[src/rtl/focus_pkg.sv]
package focus_pkg;
    typedef enum logic [1:0] {
        ST_IDLE   = 2'd0,
        ST_SEARCH = 2'd1,
        ST_SETTLE = 2'd2,
        ST_TRACK  = 2'd3
    } fstate_e;
endpackage

[src/rtl/focus_ramp.sv]
// Next-step arithmetic of the triangular search ramp (combinational).
module focus_ramp #(
    parameter int CODE_W = 8
) (
    input  logic [CODE_W-1:0] code,
    input  logic              dir_near,
    input  logic [CODE_W-1:0] lo,
    input  logic [CODE_W-1:0] hi,
    input  logic [CODE_W-1:0] step,
    output logic [CODE_W-1:0] nxt_code,
    output logic              nxt_dir,
    output logic              wrap
);
    localparam int SUM_W = CODE_W + 1;

    logic [SUM_W-1:0]  up_sum;
    logic [CODE_W-1:0] above_lo;

    assign up_sum   = {1'b0, code} + {1'b0, step};
    assign above_lo = code - lo;

    always_comb begin
        nxt_code = code;
        nxt_dir  = dir_near;
        wrap     = 1'b0;
        if (dir_near) begin
            if (up_sum >= {1'b0, hi}) begin
                nxt_code = hi;
                nxt_dir  = 1'b0;
            end else begin
                nxt_code = up_sum[CODE_W-1:0];
            end
        end else begin
            if (above_lo <= step) begin
                nxt_code = lo;
                nxt_dir  = 1'b1;
                wrap     = 1'b1;
            end else begin
                nxt_code = code - step;
            end
        end
    end
endmodule

[src/rtl/fzc_edge.sv]
// Detects the re-arming rise of the zero-cross comparator bit.
module fzc_edge (
    input  logic clk,
    input  logic rst_n,
    input  logic fzc,
    output logic rise
);
    logic prev_d, prev_q;

    always_comb begin
        prev_d = fzc;
    end

    always_ff @(posedge clk) begin
        if (!rst_n) prev_q <= 1'b1;
        else        prev_q <= prev_d;
    end

    assign rise = fzc & ~prev_q;
endmodule

[src/rtl/settle_timer.sv]
// Counts tick enables while not cleared; done in the cycle the count reaches len.
module settle_timer #(
    parameter int TIMER_W = 16
) (
    input  logic               clk,
    input  logic               rst_n,
    input  logic               clr,
    input  logic               en,
    input  logic [TIMER_W-1:0] len,
    output logic               done
);
    localparam int CNT_W = TIMER_W + 1;

    logic [CNT_W-1:0] cnt_d, cnt_q;
    logic [CNT_W-1:0] cnt_inc;

    assign cnt_inc = cnt_q + 1'b1;

    always_comb begin
        cnt_d = cnt_q;
        if (clr)     cnt_d = '0;
        else if (en && cnt_q < {1'b0, len}) cnt_d = cnt_inc;
    end

    always_ff @(posedge clk) begin
        if (!rst_n) cnt_q <= '0;
        else        cnt_q <= cnt_d;
    end

    assign done = !clr && en && (cnt_inc >= {1'b0, len});
endmodule

[src/rtl/focus_acq_seq.sv]
module focus_acq_seq
    import focus_pkg::*;
#(
    parameter int CODE_W  = 8,
    parameter int SWEEP_W = 8,
    parameter int TIMER_W = 16
) (
    input  logic               clk,
    input  logic               rst_n,
    input  logic               tick,
    input  logic               start,
    input  logic               abort,
    input  logic               rfok,
    input  logic               fzc,
    input  logic [CODE_W-1:0]  min_code,
    input  logic [CODE_W-1:0]  max_code,
    input  logic [CODE_W-1:0]  step_size,
    input  logic [SWEEP_W-1:0] max_sweeps,
    input  logic [TIMER_W-1:0] settle_len,
    output logic [CODE_W-1:0]  dac_code,
    output logic               dir_near,
    output logic               close_pulse,
    output logic               closed_n,
    output logic               focus_lost,
    output logic               search_fail
);
    localparam int SWC_W = SWEEP_W + 1;

    typedef struct packed {
        fstate_e            state;
        logic [CODE_W-1:0]  code;
        logic               dir;
        logic               pulse;
        logic               closed_n;
        logic               lost;
        logic               fail;
        logic [SWEEP_W-1:0] sweeps;
    } seq_t;

    seq_t seq_d, seq_q;

    logic [CODE_W-1:0] ramp_code;
    logic              ramp_dir;
    logic              ramp_wrap;
    logic              zc_rise;
    logic              blank_done;
    logic [SWC_W-1:0]  sweeps_inc;

    assign sweeps_inc = {1'b0, seq_q.sweeps} + 1'b1;

    focus_ramp #(.CODE_W(CODE_W)) u_ramp (
        .code     (seq_q.code),
        .dir_near (seq_q.dir),
        .lo       (min_code),
        .hi       (max_code),
        .step     (step_size),
        .nxt_code (ramp_code),
        .nxt_dir  (ramp_dir),
        .wrap     (ramp_wrap)
    );

    fzc_edge u_edge (
        .clk   (clk),
        .rst_n (rst_n),
        .fzc   (fzc),
        .rise  (zc_rise)
    );

    settle_timer #(.TIMER_W(TIMER_W)) u_blank (
        .clk   (clk),
        .rst_n (rst_n),
        .clr   (seq_q.state != ST_SETTLE),
        .en    (tick),
        .len   (settle_len),
        .done  (blank_done)
    );

    always_comb begin
        seq_d       = seq_q;
        seq_d.pulse = 1'b0;
        if (abort) begin
            seq_d.state    = ST_IDLE;
            seq_d.closed_n = 1'b1;
        end else begin
            unique case (seq_q.state)
                ST_IDLE: begin
                    if (start) begin
                        seq_d.state  = ST_SEARCH;
                        seq_d.code   = min_code;
                        seq_d.dir    = 1'b1;
                        seq_d.sweeps = '0;
                        seq_d.lost   = 1'b0;
                        seq_d.fail   = 1'b0;
                    end
                end
                ST_SEARCH: begin
                    if (seq_q.dir && rfok && zc_rise) begin
                        seq_d.state    = ST_SETTLE;
                        seq_d.pulse    = 1'b1;
                        seq_d.closed_n = 1'b0;
                    end else if (tick) begin
                        seq_d.code = ramp_code;
                        seq_d.dir  = ramp_dir;
                        if (ramp_wrap) begin
                            if (sweeps_inc >= {1'b0, max_sweeps}) begin
                                seq_d.state = ST_IDLE;
                                seq_d.fail  = 1'b1;
                            end else begin
                                seq_d.sweeps = sweeps_inc[SWEEP_W-1:0];
                            end
                        end
                    end
                end
                ST_SETTLE: begin
                    if (blank_done) seq_d.state = ST_TRACK;
                end
                ST_TRACK: begin
                    if (!rfok) begin
                        seq_d.state    = ST_IDLE;
                        seq_d.lost     = 1'b1;
                        seq_d.closed_n = 1'b1;
                    end
                end
                default: seq_d.state = ST_IDLE;
            endcase
        end
    end

    always_ff @(posedge clk) begin
        if (!rst_n) begin
            seq_q.state    <= ST_IDLE;
            seq_q.code     <= '0;
            seq_q.dir      <= 1'b1;
            seq_q.pulse    <= 1'b0;
            seq_q.closed_n <= 1'b1;
            seq_q.lost     <= 1'b0;
            seq_q.fail     <= 1'b0;
            seq_q.sweeps   <= '0;
        end else begin
            seq_q <= seq_d;
        end
    end

    assign dac_code    = seq_q.code;
    assign dir_near    = seq_q.dir;
    assign close_pulse = seq_q.pulse;
    assign closed_n    = seq_q.closed_n;
    assign focus_lost  = seq_q.lost;
    assign search_fail = seq_q.fail;
endmodule

[config.mk]
export PLATFORM = sky130hd
export DESIGN_NAME = focus_acq_seq
export DESIGN_NICKNAME = d
export VERILOG_FILES = /design/src/rtl/focus_pkg.sv /design/src/rtl/focus_ramp.sv /design/src/rtl/fzc_edge.sv /design/src/rtl/settle_timer.sv /design/src/rtl/focus_acq_seq.sv
export SDC_FILE = /design/constraint.sdc
export NUM_CORES = 1
export LEC_CHECK = 0
export BUFFER_PORTS_ARGS = -buffer_cell sky130_fd_sc_hd__buf_2
export CAP_MARGIN = 20
export CORE_ASPECT_RATIO = 0.8
export CORE_MARGIN = 4
export CORE_UTILIZATION = 50
export CTS_CLUSTER_SIZE = 12
export DETAILED_ROUTE_END_ITERATION = 7
export MAX_ROUTING_LAYER = met4
export PLACE_DENSITY = 0.71
export SLEW_MARGIN = 10
export SYNTH_ARGS = -nofsm -noshare
export SYNTH_HDL_FRONTEND = slang
export SYNTH_SLANG_ARGS = --single-unit
[constraint.sdc]
create_clock -name clk -period 4.8 [get_ports clk]
set_input_delay 1.2 -clock clk [delete_from_list [all_inputs] [get_ports clk]]
set_output_delay 1.2 -clock clk [all_outputs]
set_load 0.05 [all_outputs]
=== Word level (Yosys, flattened, before mapping) ===
Index checks and enable logic that the tools add are counted.

* Register bits: 41
* Bits of input ports: 55
* Output and inout port bits: 13
* Word-level logic and storage cells: 88

* Add/sub/neg operators: 5
* Magnitude comparators: 5
* Equal/unequal tests: 16
* Muxes and demuxes: 28
* Bitwise logic cells: 5
* Reductions and logical operators: 19

{| class="wikitable"
|+ Operators with widths
! cell !! count
|-
| 2-to-1 mux 9 bit || 4
|-
| case mux 9 bit (2 select lines) || 2
|-
| 2-to-1 mux 8 bit || 4
|-
| 2-to-1 mux 11 bit || 2
|-
| != test 2 bit (second input constant) || 10
|-
| >= comparator 9 x 8 -> 1 bit || 2
|-
| adder 17 x 1 -> 17 bit (second input constant) || 1
|-
| >= comparator 17 x 16 -> 1 bit || 1
|-
| less-than comparator 17 x 16 -> 1 bit || 1
|-
| subtractor 8 bit || 2
|-
| 2-to-1 mux 2 bit || 7
|-
| AND reduction 7 bit || 2
|-
| 2-to-1 mux 10 bit || 1
|-
| adder 8 x 1 -> 9 bit (second input constant) || 1
|-
| adder 8 x 8 -> 9 bit || 1
|-
| != test 3 bit (second input constant) || 3
|-
| <= comparator 8 bit || 1
|-
| case mux 2 bit (4 select lines) || 1
|-
| AND reduction 6 bit || 1
|-
| nonzero test 2 bit || 3
|-
| logical AND 1 bit || 5
|-
| 2-to-1 mux 1 bit || 5
|-
| AND reduction 5 bit || 1
|-
| == test 2 bit (second input constant) || 2
|-
| 10 further kinds || 15
|}

=== Logic depth before layout (Yosys ltp) ===
Gate-level depths: netlist of the first run.

* Word-level depth: 8
* Gate-level depth with buffers: 18
* Mapped depth without buffers: 17

=== Cells and area by module ===
Synthesis of the first run repeated with hierarchy kept, for this count alone.

* Cell total of the unflattened synthesis: 592
* Area total of the unflattened synthesis: 4822.1 sq um

{| class="wikitable"
|+ Modules (own cells, without submodules)
! module !! times used !! cells each !! area each (sq um) !! seq. area each (sq um)
|-
| settle_timer || 1 || 215 || 1735.4 || 340.3
|-
| focus_ramp || 1 || 205 || 1577.8 || 0.0
|-
| focus_acq_seq || 1 || 169 || 1468.9 || 460.4
|-
| fzc_edge || 1 || 3 || 40.0 || 20.0
|}

=== Worst setup path after synthesis of the first run ===
OpenSTA, ideal clock, no wires.

* Path type: input -> register
* From: input port min_code[1]
* To: register with a tool-made name
* Library setup time: 0.123 ns
* Arrival: 4.304 ns
* Data required time: 4.677 ns
* Path slack: 0.372 ns
* Stages on the path: 17
* Path buffers: 0
* Cells stage by stage: inv_1 -> ha_1 -> nor2b_1 -> o21ai_0 -> nand2b_1 -> a21o_1 -> a21oi_1 -> o21ai_0 -> xnor2_1 -> ha_1 -> nand4_1 -> nor3_1 -> a31oi_1 -> a211o_1 -> a32o_1 -> nor4_1 -> mux2_1

{| class="wikitable"
|+ RTL lines
! what !! line !! source
|-
| start: declaration || focus_acq_seq.sv:15 || <nowiki>input logic [CODE_W-1:0] min_code,</nowiki>
|}

=== Final worst setup path of the first run ===
* From: input port step_size[0]
* To: register, netlist name dac_code[7]

* Word-level cells in the longest chain between the ends: 7
* Elaborated cells on any way between the ends: 10
* Those cells by class: add/sub (2); order compare (2); mux (6)

{| class="wikitable"
|+ Ends and longest elaborated chain
! what !! line !! source
|-
| start: declaration || focus_acq_seq.sv:17 || <nowiki>input logic [CODE_W-1:0] step_size,</nowiki>
|-
| adder 8 x 8 -> 9 bit || focus_ramp.sv:19 || <nowiki>assign up_sum = {1'b0, code} + {1'b0, step};</nowiki>
|-
| >= comparator 9 x 8 -> 1 bit || focus_ramp.sv:27 || <nowiki>if (up_sum >= {1'b0, hi}) begin</nowiki>
|-
| 2-to-1 mux 8 bit || focus_ramp.sv:27 ||
|-
| 2-to-1 mux 8 bit * || focus_ramp.sv:26 || <nowiki>if (dir_near) begin</nowiki>
|-
| 2-to-1 mux 11 bit * || focus_acq_seq.sv:101 || <nowiki>end else if (tick) begin</nowiki>
|-
| 2-to-1 mux 9 bit * || focus_acq_seq.sv:97 || <nowiki>if (seq_q.dir && rfok && zc_rise) begin</nowiki>
|-
| case mux 9 bit (2 select lines) * || focus_acq_seq.sv:85 || <nowiki>unique case (seq_q.state)</nowiki>
|}

Mark *: on every way between the ends. The rest lies on a longest branch, timed or not. The select of a mux whose other input is x is not followed.
A chain may end at the register's enable or synchronous reset.

==> results of run 1 <==
[state kept, by name (all words and copies together) (netlist names), named ones only]
signal         count
close_pulse        1
closed_n           1
dac_code           8
dir_near           1
focus_lost         1
search_fail        1
seq_q              9
u_blank.cnt_q     17
u_edge.prev_q      1
[Yosys cell counts, drive strengths merged (4+ instances only)]
| master | number | share of area |
|---|---|---|
| o21a | 4 | 0.0064 |
| or3 | 7 | 0.0093 |
| ha | 84 | 0.22 |
| a211o | 5 | 0.0093 |
| a21o | 5 | 0.0082 |
| clkbuf | 6 | 0.0048 |
| xor2 | 17 | 0.032 |
| xnor2 | 25 | 0.046 |
| a31oi | 5 | 0.0066 |
| nand3 | 19 | 0.030 |
| buf | 11 | 0.016 |
| and3 | 5 | 0.0066 |
| nor4 | 5 | 0.013 |
| nor2 | 49 | 0.044 |
| dfxtp | 41 | 0.17 |
| a21oi | 41 | 0.044 |
| a211oi | 8 | 0.016 |
| nor3 | 7 | 0.0085 |
| mux2i | 9 | 0.019 |
| nand2b | 6 | 0.0080 |
| o21bai | 4 | 0.0072 |
| nand4 | 15 | 0.020 |
| o211ai | 6 | 0.011 |
| nor2b | 12 | 0.016 |
| inv | 63 | 0.051 |
| o21ai | 40 | 0.045 |
| o31ai | 8 | 0.013 |
| nand2 | 24 | 0.020 |
[cells by family after synthesis]
kind of cell	Yosys count	synth area share
AOI/OAI and AO/OA	149	0.214
muxes	11	0.0239
xor gates and xnor gates	42	0.0780
DFF	41	0.174
adders and majority gates	87	0.236
buffers and inverters	82	0.0735
and+or+nand+nor	164	0.201
[power groups by stage]
stage                     registers (uW)  clock network (uW)  logic, uW
final                                360                 444        389
after global routing                 361                 463        431
after CTS                            360                 446        382
after detailed placement             367                   0        379
after global placement               367                   0        364
after floorplan                      368                   0        279
[through the flow]
step	cell area [um2]	worst slack [ns]	total power, uW	utilization	cells
floorplan	4710	0.372	647	-	576
global placement	5130	0.0719	731	0.562	745
detailed placement	5130	-0.0391	746	0.562	745
CTS	5320	0.249	1190	0.583	753
global route	5320	0.0237	1250	0.584	754
finish	5320	0.216	1190	0.584	754
[critical path: cells and delay by family]
kind / cells / cell delay (ns)
AND/OR/NAND/NOR: 4 / 0.69
adder cells (fa/ha/maj): 3 / 0.88
buffers and inverters: 1 / 0.12
AO/OA/AOI/OAI: 5 / 1.36
multiplexers: 2 / 0.52
[repair_timing]
item                       CTS  global route
hold endpoints to repair     0             0
buffers inserted             0             0
setup endpoints to repair    0             1
gates resized for setup      0             1
[layout make-up]
cell class                      instances  share of cell area
Clock inverter                          3              0.0122
Tap cell                              115              0.0270
Clock buffer                            5              0.0235
Inverter                               65              0.0468
Sequential cell                        41               0.154
Multi-Input combinational cell        453               0.667
Timing Repair Buffer                   71              0.0686
Antenna cell                            1            0.000470
[path summary, 6_finish.rpt]
check	slack (ns)	end	depth (start not counted)	start
max	0.22	dac_code[7]	15	step_size[0]
min	0.54	seq_q[6]	2	seq_q[6]
max reg2reg	0.77	flop	17	dac_code[0]
min reg2reg	0.54	seq_q[6]	2	seq_q[6]
[layer usage]
layer,GRT usage,up-vias
met3,0.0314,9
met1,0.340,2082
li1,-,2196
met5,-,-
met2,0.351,132
met4,0.0411,0
==> reports/qor.csv, run 1 <==
stage,metric,value,unit
run_status,result of the run,completed,
finish,P&R area growth vs syn,12.9,%
synth,proportion of synthesized chip area in sequential cells,0.174,
routing,length of routed met3 wiring,817,um
finish,final layout net count,779,
routing,number of design rule violations left after detail routing,0,
pwr,leakage power total,0.00257,uW
routing,detailed-route wire length on metal 1,6.13,mm
synth,syn nets,718,
setup_path,data arrival at the endpoint of the critical path,4.77,ns
pwr,power per standard cell area,224,nW/um2
routing,number of vias per cell,5.86,
die,core region area,9110,um2
finish,"leading cell type in the layout, fill and taps excluded",ha_1,
routing,count of nets left with antenna violations after detail routing,0,
die,area of the die,11100,um2
pwr,Internal Dissipation,805,uW
global_routing,total grt overflow,0,
die,Die Height,94.9,um
worst_hold_path,Hold WC Path Type,reg -> reg,
synth,number of enable-type register cells in the synthesized netlist,0,
clocking,CTS root buffer,clkbuf_16,
setup_path,launching element type of the critical path,primary input,
sta,Fin Setup TNS,0,ns
synth,Unique masters post-synth,74,
setup_path,worst setup path class,in -> reg,
pwr,net load switching power,389,uW
finish,total area of sequential cells,821,um2
finish,area of the multi-input gates,3550,um2
clocking,clock latency reported for the late side of the worst-skew pair,0.28,ns
setup_path,required time worst endpoint,4.98,ns
clocking,clock-pin slew of the registers on the worst-case setup and hold paths,0.07,ns
placed_design,input/output buffers,67,
pwr,share of total power in sequential cells,0.301,
routing,drt first pass iters,5,
routing,vias post-DR,4419,
sta,Peak Freq,0.218,GHz
synth,"FFs w/ async S/R, synth",0,
global_routing,number of global-route vias before repair,4219,
clocking,H-tree depth reported by CTS,2,
sta,Final Setup Violations,0,
setup_path,crit-path max FO,8,
clocking,TritonCTS clock tree,done,
routing,WL/cell,16.5,um
setup_path,sequence of cells on the critical path,"buf_2, ha_1, fa_1, nand2b_1, a21oi_1, o21bai_1, mux2_2, nor2_1, ha_1, and3_1, a211o_1, a311o_1, nor2_4, mux2i_1, a221oi_1",
die,overall die width,117,um
finish,layout cells sized above 1,0.172,
synth,most used flip-flop cell after synthesis,dfxtp_1,
die,initial cell density of the core,0.517,
setup_path,slowest library cell on the worst path,fa_1,
routing,Met2 Routed Length,5.44,mm
pwr,largest voltage drop on the vdd net,183,uV
sta,worst relative slew slack,0.565,
routing,Highest Signal Layer,met4,
clocking,number of buffers between clock root and the deepest sink,2,
routing,DRT Wirelength,12.5,mm
global_routing,number of antenna violations at the first check in global routing,1,
synth,Gate Count Post-Synth,576,
sta,"Period Utilization, post-route",0.955,
die,placement row count,31,
sta,RSZ-0062 raised after global routing,false,
clocking,post-cts hold buffer count,0,
finish,filler instances,824,
sta,Final Hold Slack,0.540,ns
clocking,number of clock sinks,41,
die,num ports,68,
sta,clock period minus worst slack,4.58,ns
synth,number of flip-flops and latches in the synthesized netlist,41,
synth,post-synthesis average cell area,8.18,um2
setup_path,capturing element type of the critical path,flop,
sta,Hold Fails Final Rpt,0,
pwr,proportion of power drawn by the clock network,0.372,
clocking,number of buffers created by CTS,5,
sta,transition time of the tightest slew-check pin,0.651,ns
global_routing,maximum number of pins on one net before global-route repair,20,
pwr,Comb pwr share,0.326,
routing,count of routing violations after the opening detailed-route iteration,295,
sta,maximum clock skew at final layout,0.00708,ns
pwr,switching share of power,0.326,
setup_path,Critical Path Most Common Cell,ha_1,
global_routing,first-pass GRT wire length,20.3,mm
setup_path,max incr delay on CP,0.41,ns
synth,netlist area before placement,4710,um2
finish,"commonest cells after routing, fill and taps aside","84 x ha_1, 67 x buf_2, 62 x inv_1",
placed_design,weighted congestion at the end of routability-driven global placement,0.904,
global_routing,overall track demand over capacity in global routing,0.234,
synth,Synth warnings,0,
run,max-cap check violation count,0,
sta,fin. max-slew vios,0,
placed_design,half-perimeter wire length of the detailed placement result,10.1,mm
Note: power is estimated with default switching activity, not from simulation.
==> run 2: changes to the inputs <==
--- a/config.mk
+++ b/config.mk
@@ -5,7 +5,7 @@
 export SDC_FILE = /design/constraint.sdc
 export NUM_CORES = 1
 export LEC_CHECK = 0
-export BUFFER_PORTS_ARGS = -buffer_cell sky130_fd_sc_hd__buf_2
+export BUFFER_PORTS_ARGS = -buffer_cell sky130_fd_sc_hd__buf_4
 export CAP_MARGIN = 20
 export CORE_ASPECT_RATIO = 0.8
 export CORE_MARGIN = 4
@@ -14,6 +14,7 @@
 export DETAILED_ROUTE_END_ITERATION = 7
 export MAX_ROUTING_LAYER = met4
 export PLACE_DENSITY = 0.71
+export REMOVE_ABC_BUFFERS = 1
 export SLEW_MARGIN = 10
 export SYNTH_ARGS = -nofsm -noshare
 export SYNTH_HDL_FRONTEND = slang
==> run 2 against run 1 <==
Against the previous run:
- maximum frequency is 0.80% higher
- first-iteration DRC count is 34% lower
- clock skew fell by 0.0032 ns
- setup slack better by 0.036 ns
- via count down 1.8%
- power is 7.8% lower
- sequential power barely moved
- global-route usage fell by 1.0 points
- final area rose by 2.3%
- sequential share of layout area shrank 0.34 points
- utilization up 1.3 points
==> reports/qor.csv, run 2 (same netlist as run 1, synthesis figures left out) <==
stage,metric,value,unit,change
die,num ports,68,,unchanged
finish,register ranked first by flip-flop count,u_blank.cnt_q,,
setup_path,required time worst endpoint,4.98,ns,about the same
sta,"Period Utilization, post-route",0.947,,-0.00756
setup_path,depth of the worst register-to-register path,16,,-1
routing,vias post-DR,4341,,-1.8%
global_routing,first-pass GRT wire length,19.5,mm,-3.8%
routing,count of nets left with antenna violations after detail routing,0,,unchanged
setup_path,worst setup path class,in -> reg,,
setup_path,data arrival at the endpoint of the critical path,4.73,ns,-0.04 ns
pwr,leakage power total,0.00260,uW,+1.2%
placed_design,weighted congestion at the end of routability-driven global placement,0.986,,+9.1%
sta,Hold Fails Final Rpt,0,,unchanged
routing,DRT Wirelength,12.1,mm,-2.7%
pwr,power per standard cell area,202,nW/um2,-9.9%
pwr,post-route total power,1100,uW,-7.8%
sta,Fin Setup TNS,0,ns,unchanged
die,overall die width,117,um,unchanged
pwr,largest voltage drop on the vdd net,228,uV,+25%
sta,fin. max-slew vios,0,,unchanged
routing,WL/cell,16.1,um,-2.7%
sta,transition time of the tightest slew-check pin,0.614,ns,-0.0367 ns
die,area of the die,11100,um2,unchanged
setup_path,crit-path max FO,8,,unchanged
clocking,H-tree depth reported by CTS,2,,unchanged
routing,number of vias per cell,5.76,,-1.8%
sta,Final Setup Violations,0,,unchanged
setup_path,slowest library cell on the worst path,fa_1,,
placed_design,input/output buffers,67,,unchanged
finish,final layout net count,780,,+0.13%
placed_design,half-perimeter wire length of the detailed placement result,9.86,mm,-2.5%
setup_path,Critical Path Most Common Cell,ha_1,,
run,max-cap check violation count,0,,unchanged
clocking,clock latency reported for the late side of the worst-skew pair,0.28,ns,about the same
global_routing,total grt overflow,0,,unchanged
clocking,post-cts hold buffer count,0,,unchanged
clocking,number of clock sinks,41,,unchanged
global_routing,number of global-route vias before repair,4110,,-2.6%
die,initial cell density of the core,0.517,,unchanged
finish,Layout Utilization,0.597,,+0.0133
die,core region area,9110,um2,unchanged
clocking,post-CTS setup-driven buffer insertion count,0,,unchanged
finish,"leading cell type in the layout, fill and taps excluded",ha_1,,
setup_path,Top delay family on crit path,compound AO/OA/AOI/OAI gates,,
clocking,number of buffers between clock root and the deepest sink,2,,unchanged
routing,count of routing violations after the opening detailed-route iteration,196,,-34%
setup_path,sequence of cells on the critical path,"buf_4, ha_1, fa_1, nand2b_1, a21oi_1, o21bai_1, mux2_2, nor2_1, ha_1, and3_1, a211o_1, a311o_1, nor2_4, nor3b_1, o31a_1",,
global_routing,maximum number of pins on one net before global-route repair,24,,+20%
sta,smallest setup slack after layout,0.253,ns,+0.0363 ns
finish,ant diodes,0,,-1
run_status,result of the run,completed,,
setup_path,number of logic stages on the critical path including buffering,15,,unchanged
finish,"commonest cells after routing, fill and taps aside","84 x ha_1, 72 x buf_4, 62 x inv_1",,
sta,clock period minus worst slack,4.55,ns,-0.0363 ns
setup_path,"setup slack, reg-to-reg",0.83,ns,+0.06 ns
setup_path,capturing element type of the critical path,flop,,
worst_hold_path,Hold WC Path Type,reg -> reg,,
placed_design,worst setup slack before clock tree synthesis,-0.0132,ns,+0.0259 ns
clocking,number of buffers created by CTS,5,,unchanged
routing,number of design rule violations left after detail routing,0,,unchanged
finish,layout cells sized above 1,0.172,,-0.000270
setup_path,max incr delay on CP,0.42,ns,about the same
sta,Peak Freq,0.220,GHz,+0.80%
sta,worst relative slew slack,0.590,,+0.0246
clocking,CTS root buffer,clkbuf_16,,
clocking,TritonCTS clock tree,done,,
global_routing,overall track demand over capacity in global routing,0.224,,-0.0103
setup_path,total buffers and inverters traversed by the critical path,1,,unchanged
finish,number of flip-flops in the largest register,17,,unchanged
sta,RSZ-0062 raised after global routing,false,,
die,Die Height,94.9,um,unchanged
finish,P&R area growth vs syn,15.5,%,
sta,maximum clock skew at final layout,0.00386,ns,-0.00321 ns
clocking,post-cts gate resize count,0,,unchanged
finish,filler instances,830,,+0.73%
global_routing,number of antenna violations at the first check in global routing,0,,-1
worst_hold_path,count of cells along the worst hold path,2,,unchanged
routing,drt first pass iters,5,,unchanged
setup_path,launching element type of the critical path,primary input,,
clocking,clock-pin slew of the registers on the worst-case setup and hold paths,0.06,ns,about the same
die,placement row count,31,,unchanged
-- run 2: cell types whose count changed in the layout (fill, tap and decap cells not counted) --
cell / delta
a21oi_1: +1
a21oi_2: -1
buf_2: -67
buf_4: +68
bufinv_16: -2
clkinv_2: +1
clkinvlp_4: +1
diode_2: -1
-- run 2: power breakdown --
group	internal [uW]	leakage (uW)	switching [uW]
Sequential	348	0.000332	12.2
Combinational	179	0.00220	228
Clock	191	0.0000696	142
-- run 2: final cells by class --
class | count | area (um2) | area share
multi-input combinational | 453 | 3550 | 0.652
sequential | 41 | 821 | 0.151
timing repair buffer | 72 | 541 | 0.0993
inverter | 65 | 249 | 0.0457
tap | 115 | 144 | 0.0264
clock buffer | 5 | 125 | 0.0230
clock inverter | 3 | 17.5 | 0.00322
-- run 2: per-stage QoR --
stage          std cells  hold slack, ns  area [um2]
5_1_grt              754           0.557        5440
3_3_place_gp         746           0.520        5300
4_1_cts              754           0.544        5440
2_1_floorplan        559           0.494        4620
3_5_place_dp         746           0.533        5300
6_report             754           0.541        5440
-- run 2: tightest hold or removal path, cell delays in order (launching register included) --
cell and delay [ns]:
dfxtp_1 0.33, inv_1 0.06, o221ai_1 0.09
-- run 2: path summary, 6_finish.rpt --
path / startpoint / to
setup / recovery: step_size[0] / dac_code[0]
hold reg to reg: closed_n / closed_n
hold / removal: closed_n / closed_n
setup reg to reg: dac_code[1] / flop
-- run 2: layer usage --
layer  vias up  track usage  share of wire
li1       2194            -              -
met1      2033        0.317           0.49
met2       108        0.360           0.45
met3         6       0.0243          0.050
met4         0       0.0201         0.0045
met5         -            -              0
==> run 3: changes to the inputs <==
==> constraint.sdc (replaced) <==
create_clock -name clk -period 4.8 [get_ports clk]
set_input_delay 0.48 -clock clk [delete_from_list [all_inputs] [get_ports clk]]
set_output_delay 0.48 -clock clk [all_outputs]
set_load 0.05 [all_outputs]
==> run 3 against run 2 <==
Against the previous run:
- register-to-register slack worse by 0.09 ns
- setup slack improved by 0.48 ns
- critical path depth is 1 higher
- critical path type is now reg -> reg
==> reports/qor.csv, run 3 (same netlist as run 1, synthesis figures left out) <==
stage,metric,value,unit,change
run_status,result of the run,completed,,
setup_path,depth of the worst register-to-register path,16,,unchanged
sta,Hold Fails Final Rpt,0,,unchanged
routing,WL/cell,16.1,um,-0.24%
sta,Peak Freq,0.246,GHz,+12%
sta,RSZ-0062 raised after global routing,false,,
clocking,post-CTS setup-driven buffer insertion count,0,,unchanged
worst_hold_path,count of cells along the worst hold path,2,,unchanged
setup_path,critical path launch point,dac_code[1],,
setup_path,slowest library cell on the worst path,dfxtp_1,,
sta,Fin Setup TNS,0,ns,unchanged
setup_path,crit-path max FO,7,,-1
sta,fin. max-slew vios,0,,unchanged
clocking,clock latency reported for the late side of the worst-skew pair,0.29,ns,about the same
finish,number of flip-flops in the largest register,17,,unchanged
setup_path,Reg2Reg Launch Point,dac_code[1],,
global_routing,maximum number of pins on one net before global-route repair,24,,unchanged
clocking,clock-pin slew of the registers on the worst-case setup and hold paths,0.06,ns,about the same
die,overall die width,117,um,unchanged
setup_path,number of logic stages on the critical path including buffering,16,,+1
die,num ports,68,,unchanged
routing,count of nets left with antenna violations after detail routing,0,,unchanged
sta,"Period Utilization, post-route",0.847,,-0.100
setup_path,sequence of cells on the critical path,"ha_1, nor2b_1, o21ai_0, nand2b_1, a21o_1, a21oi_1, o21ai_0, xnor2_1, ha_1, nand4_1, nor3_1, a31oi_1, a211o_1, a32o_1, nor4_1, mux2_1",,
die,area of the die,11100,um2,unchanged
global_routing,overall track demand over capacity in global routing,0.225,,+0.000809
setup_path,data arrival at the endpoint of the critical path,4.23,ns,-0.50 ns
worst_hold_path,origin of the worst min-delay path,fzc,,
global_routing,number of global-route vias before repair,4022,,-2.1%
setup_path,capturing element type of the critical path,flop,,
sta,worst relative slew slack,0.472,,-0.118
die,placement row count,31,,unchanged
finish,ant diodes,0,,unchanged
finish,Finished Layout Cells,749,,-0.66%
die,initial cell density of the core,0.517,,unchanged
global_routing,first-pass GRT wire length,19.3,mm,-1.1%
die,core region area,9110,um2,unchanged
run,max-cap check violation count,0,,unchanged
sta,maximum clock skew at final layout,0.00741,ns,+0.00354 ns
pwr,power per standard cell area,209,nW/um2,+3.5%
clocking,CTS root buffer,clkbuf_16,,
placed_design,half-perimeter wire length of the detailed placement result,9.90,mm,+0.37%
routing,number of design rule violations left after detail routing,0,,unchanged
clocking,post-cts hold buffer count,0,,unchanged
placed_design,weighted congestion at the end of routability-driven global placement,0.909,,-7.9%
routing,count of routing violations after the opening detailed-route iteration,227,,+16%
clocking,H-tree depth reported by CTS,2,,unchanged
setup_path,worst setup path class,reg -> reg,,
finish,P&R area growth vs syn,15.2,%,
clocking,post-cts gate resize count,0,,unchanged
worst_hold_path,Hold Crit Endpoint,u_edge.prev_q,,
routing,DRT Wirelength,12.0,mm,-0.90%
routing,drt first pass iters,4,,-1
setup_path,Top delay family on crit path,compound AO/OA/AOI/OAI gates,,
placed_design,cell count after placement,742,,-0.54%
sta,clock period minus worst slack,4.06,ns,-0.482 ns
pwr,leakage power total,0.00259,uW,-0.31%
global_routing,number of antenna violations at the first check in global routing,0,,unchanged
setup_path,max incr delay on CP,0.50,ns,+0.08 ns
sta,transition time of the tightest slew-check pin,0.790,ns,+0.176 ns
pwr,largest voltage drop on the vdd net,202,uV,-11%
finish,layout cells sized above 1,0.166,,-0.00653
setup_path,required time worst endpoint,4.96,ns,-0.02 ns
routing,vias post-DR,4304,,-0.85%
global_routing,total grt overflow,0,,unchanged
worst_hold_path,Hold WC Path Type,in -> reg,,
die,Die Height,94.9,um,unchanged
finish,"commonest cells after routing, fill and taps aside","84 x ha_1, 68 x buf_4, 62 x inv_1",,
clocking,TritonCTS clock tree,done,,
clocking,number of buffers created by CTS,5,,unchanged
clocking,number of clock sinks,41,,unchanged
finish,"leading cell type in the layout, fill and taps excluded",ha_1,,
clocking,number of buffers between clock root and the deepest sink,2,,unchanged
sta,Final Setup Violations,0,,unchanged
finish,final layout net count,776,,-0.51%
setup_path,total buffers and inverters traversed by the critical path,0,,-1
setup_path,"setup slack, reg-to-reg",0.74,ns,-0.09 ns
finish,register ranked first by flip-flop count,u_blank.cnt_q,,
setup_path,launching element type of the critical path,flop,,
routing,number of vias per cell,5.75,,-0.19%
placed_design,input/output buffers,67,,unchanged
[run 3: cell types whose count changed in the layout (fill, tap and decap cells not counted), sizes merged]
cell,change
buf,-4
bufinv,+1
clkinv,-1
clkinvlp,-1
[run 3: final cells by class]
class,count,area (um2)
Clock buffer,5,125
Clock inverter,2,35.0
Fill cell,831,3680
Inverter,65,249
Multi-Input combinational cell,453,3550
Sequential cell,41,821
Tap cell,115,144
Timing Repair Buffer,68,510
[run 3: metrics by stage]
step           instance area [um2]  hold WS (ns)  utilization  total power [uW]  setup slack [ns]
3_3_place_gp                  5270         0.520        0.578               746             0.781
4_1_cts                       5430         0.411        0.596              1140             0.758
6_report                      5430         0.413        0.596              1140             0.735
3_5_place_dp                  5270         0.533        0.578               757             0.658
2_1_floorplan                 4620         0.494            -               636             0.808
5_1_grt                       5430         0.418        0.596              1200             0.457
[run 3: where the power goes]
group / switching [uW] / internal, uW / total [uW]
sequential: 12.3 / 348 / 360
combinational: 221 / 172 / 393
clock: 141 / 242 / 383
total: 374 / 762 / 1140
[run 3: metal layers]
layer  GRT usage  up-vias  wire length (um)
li1            -     2188                 -
met1       0.317     1999              5860
met2       0.343      110              5280
met3      0.0429        7               802
met4      0.0315        0                75
met5           -        -                 0
[run 3: worst max-delay path by stage]
stage | end
after floorplan | flop
final | flop
after CTS | flop
after detailed placement | flop
after global placement | flop
after global routing | flop
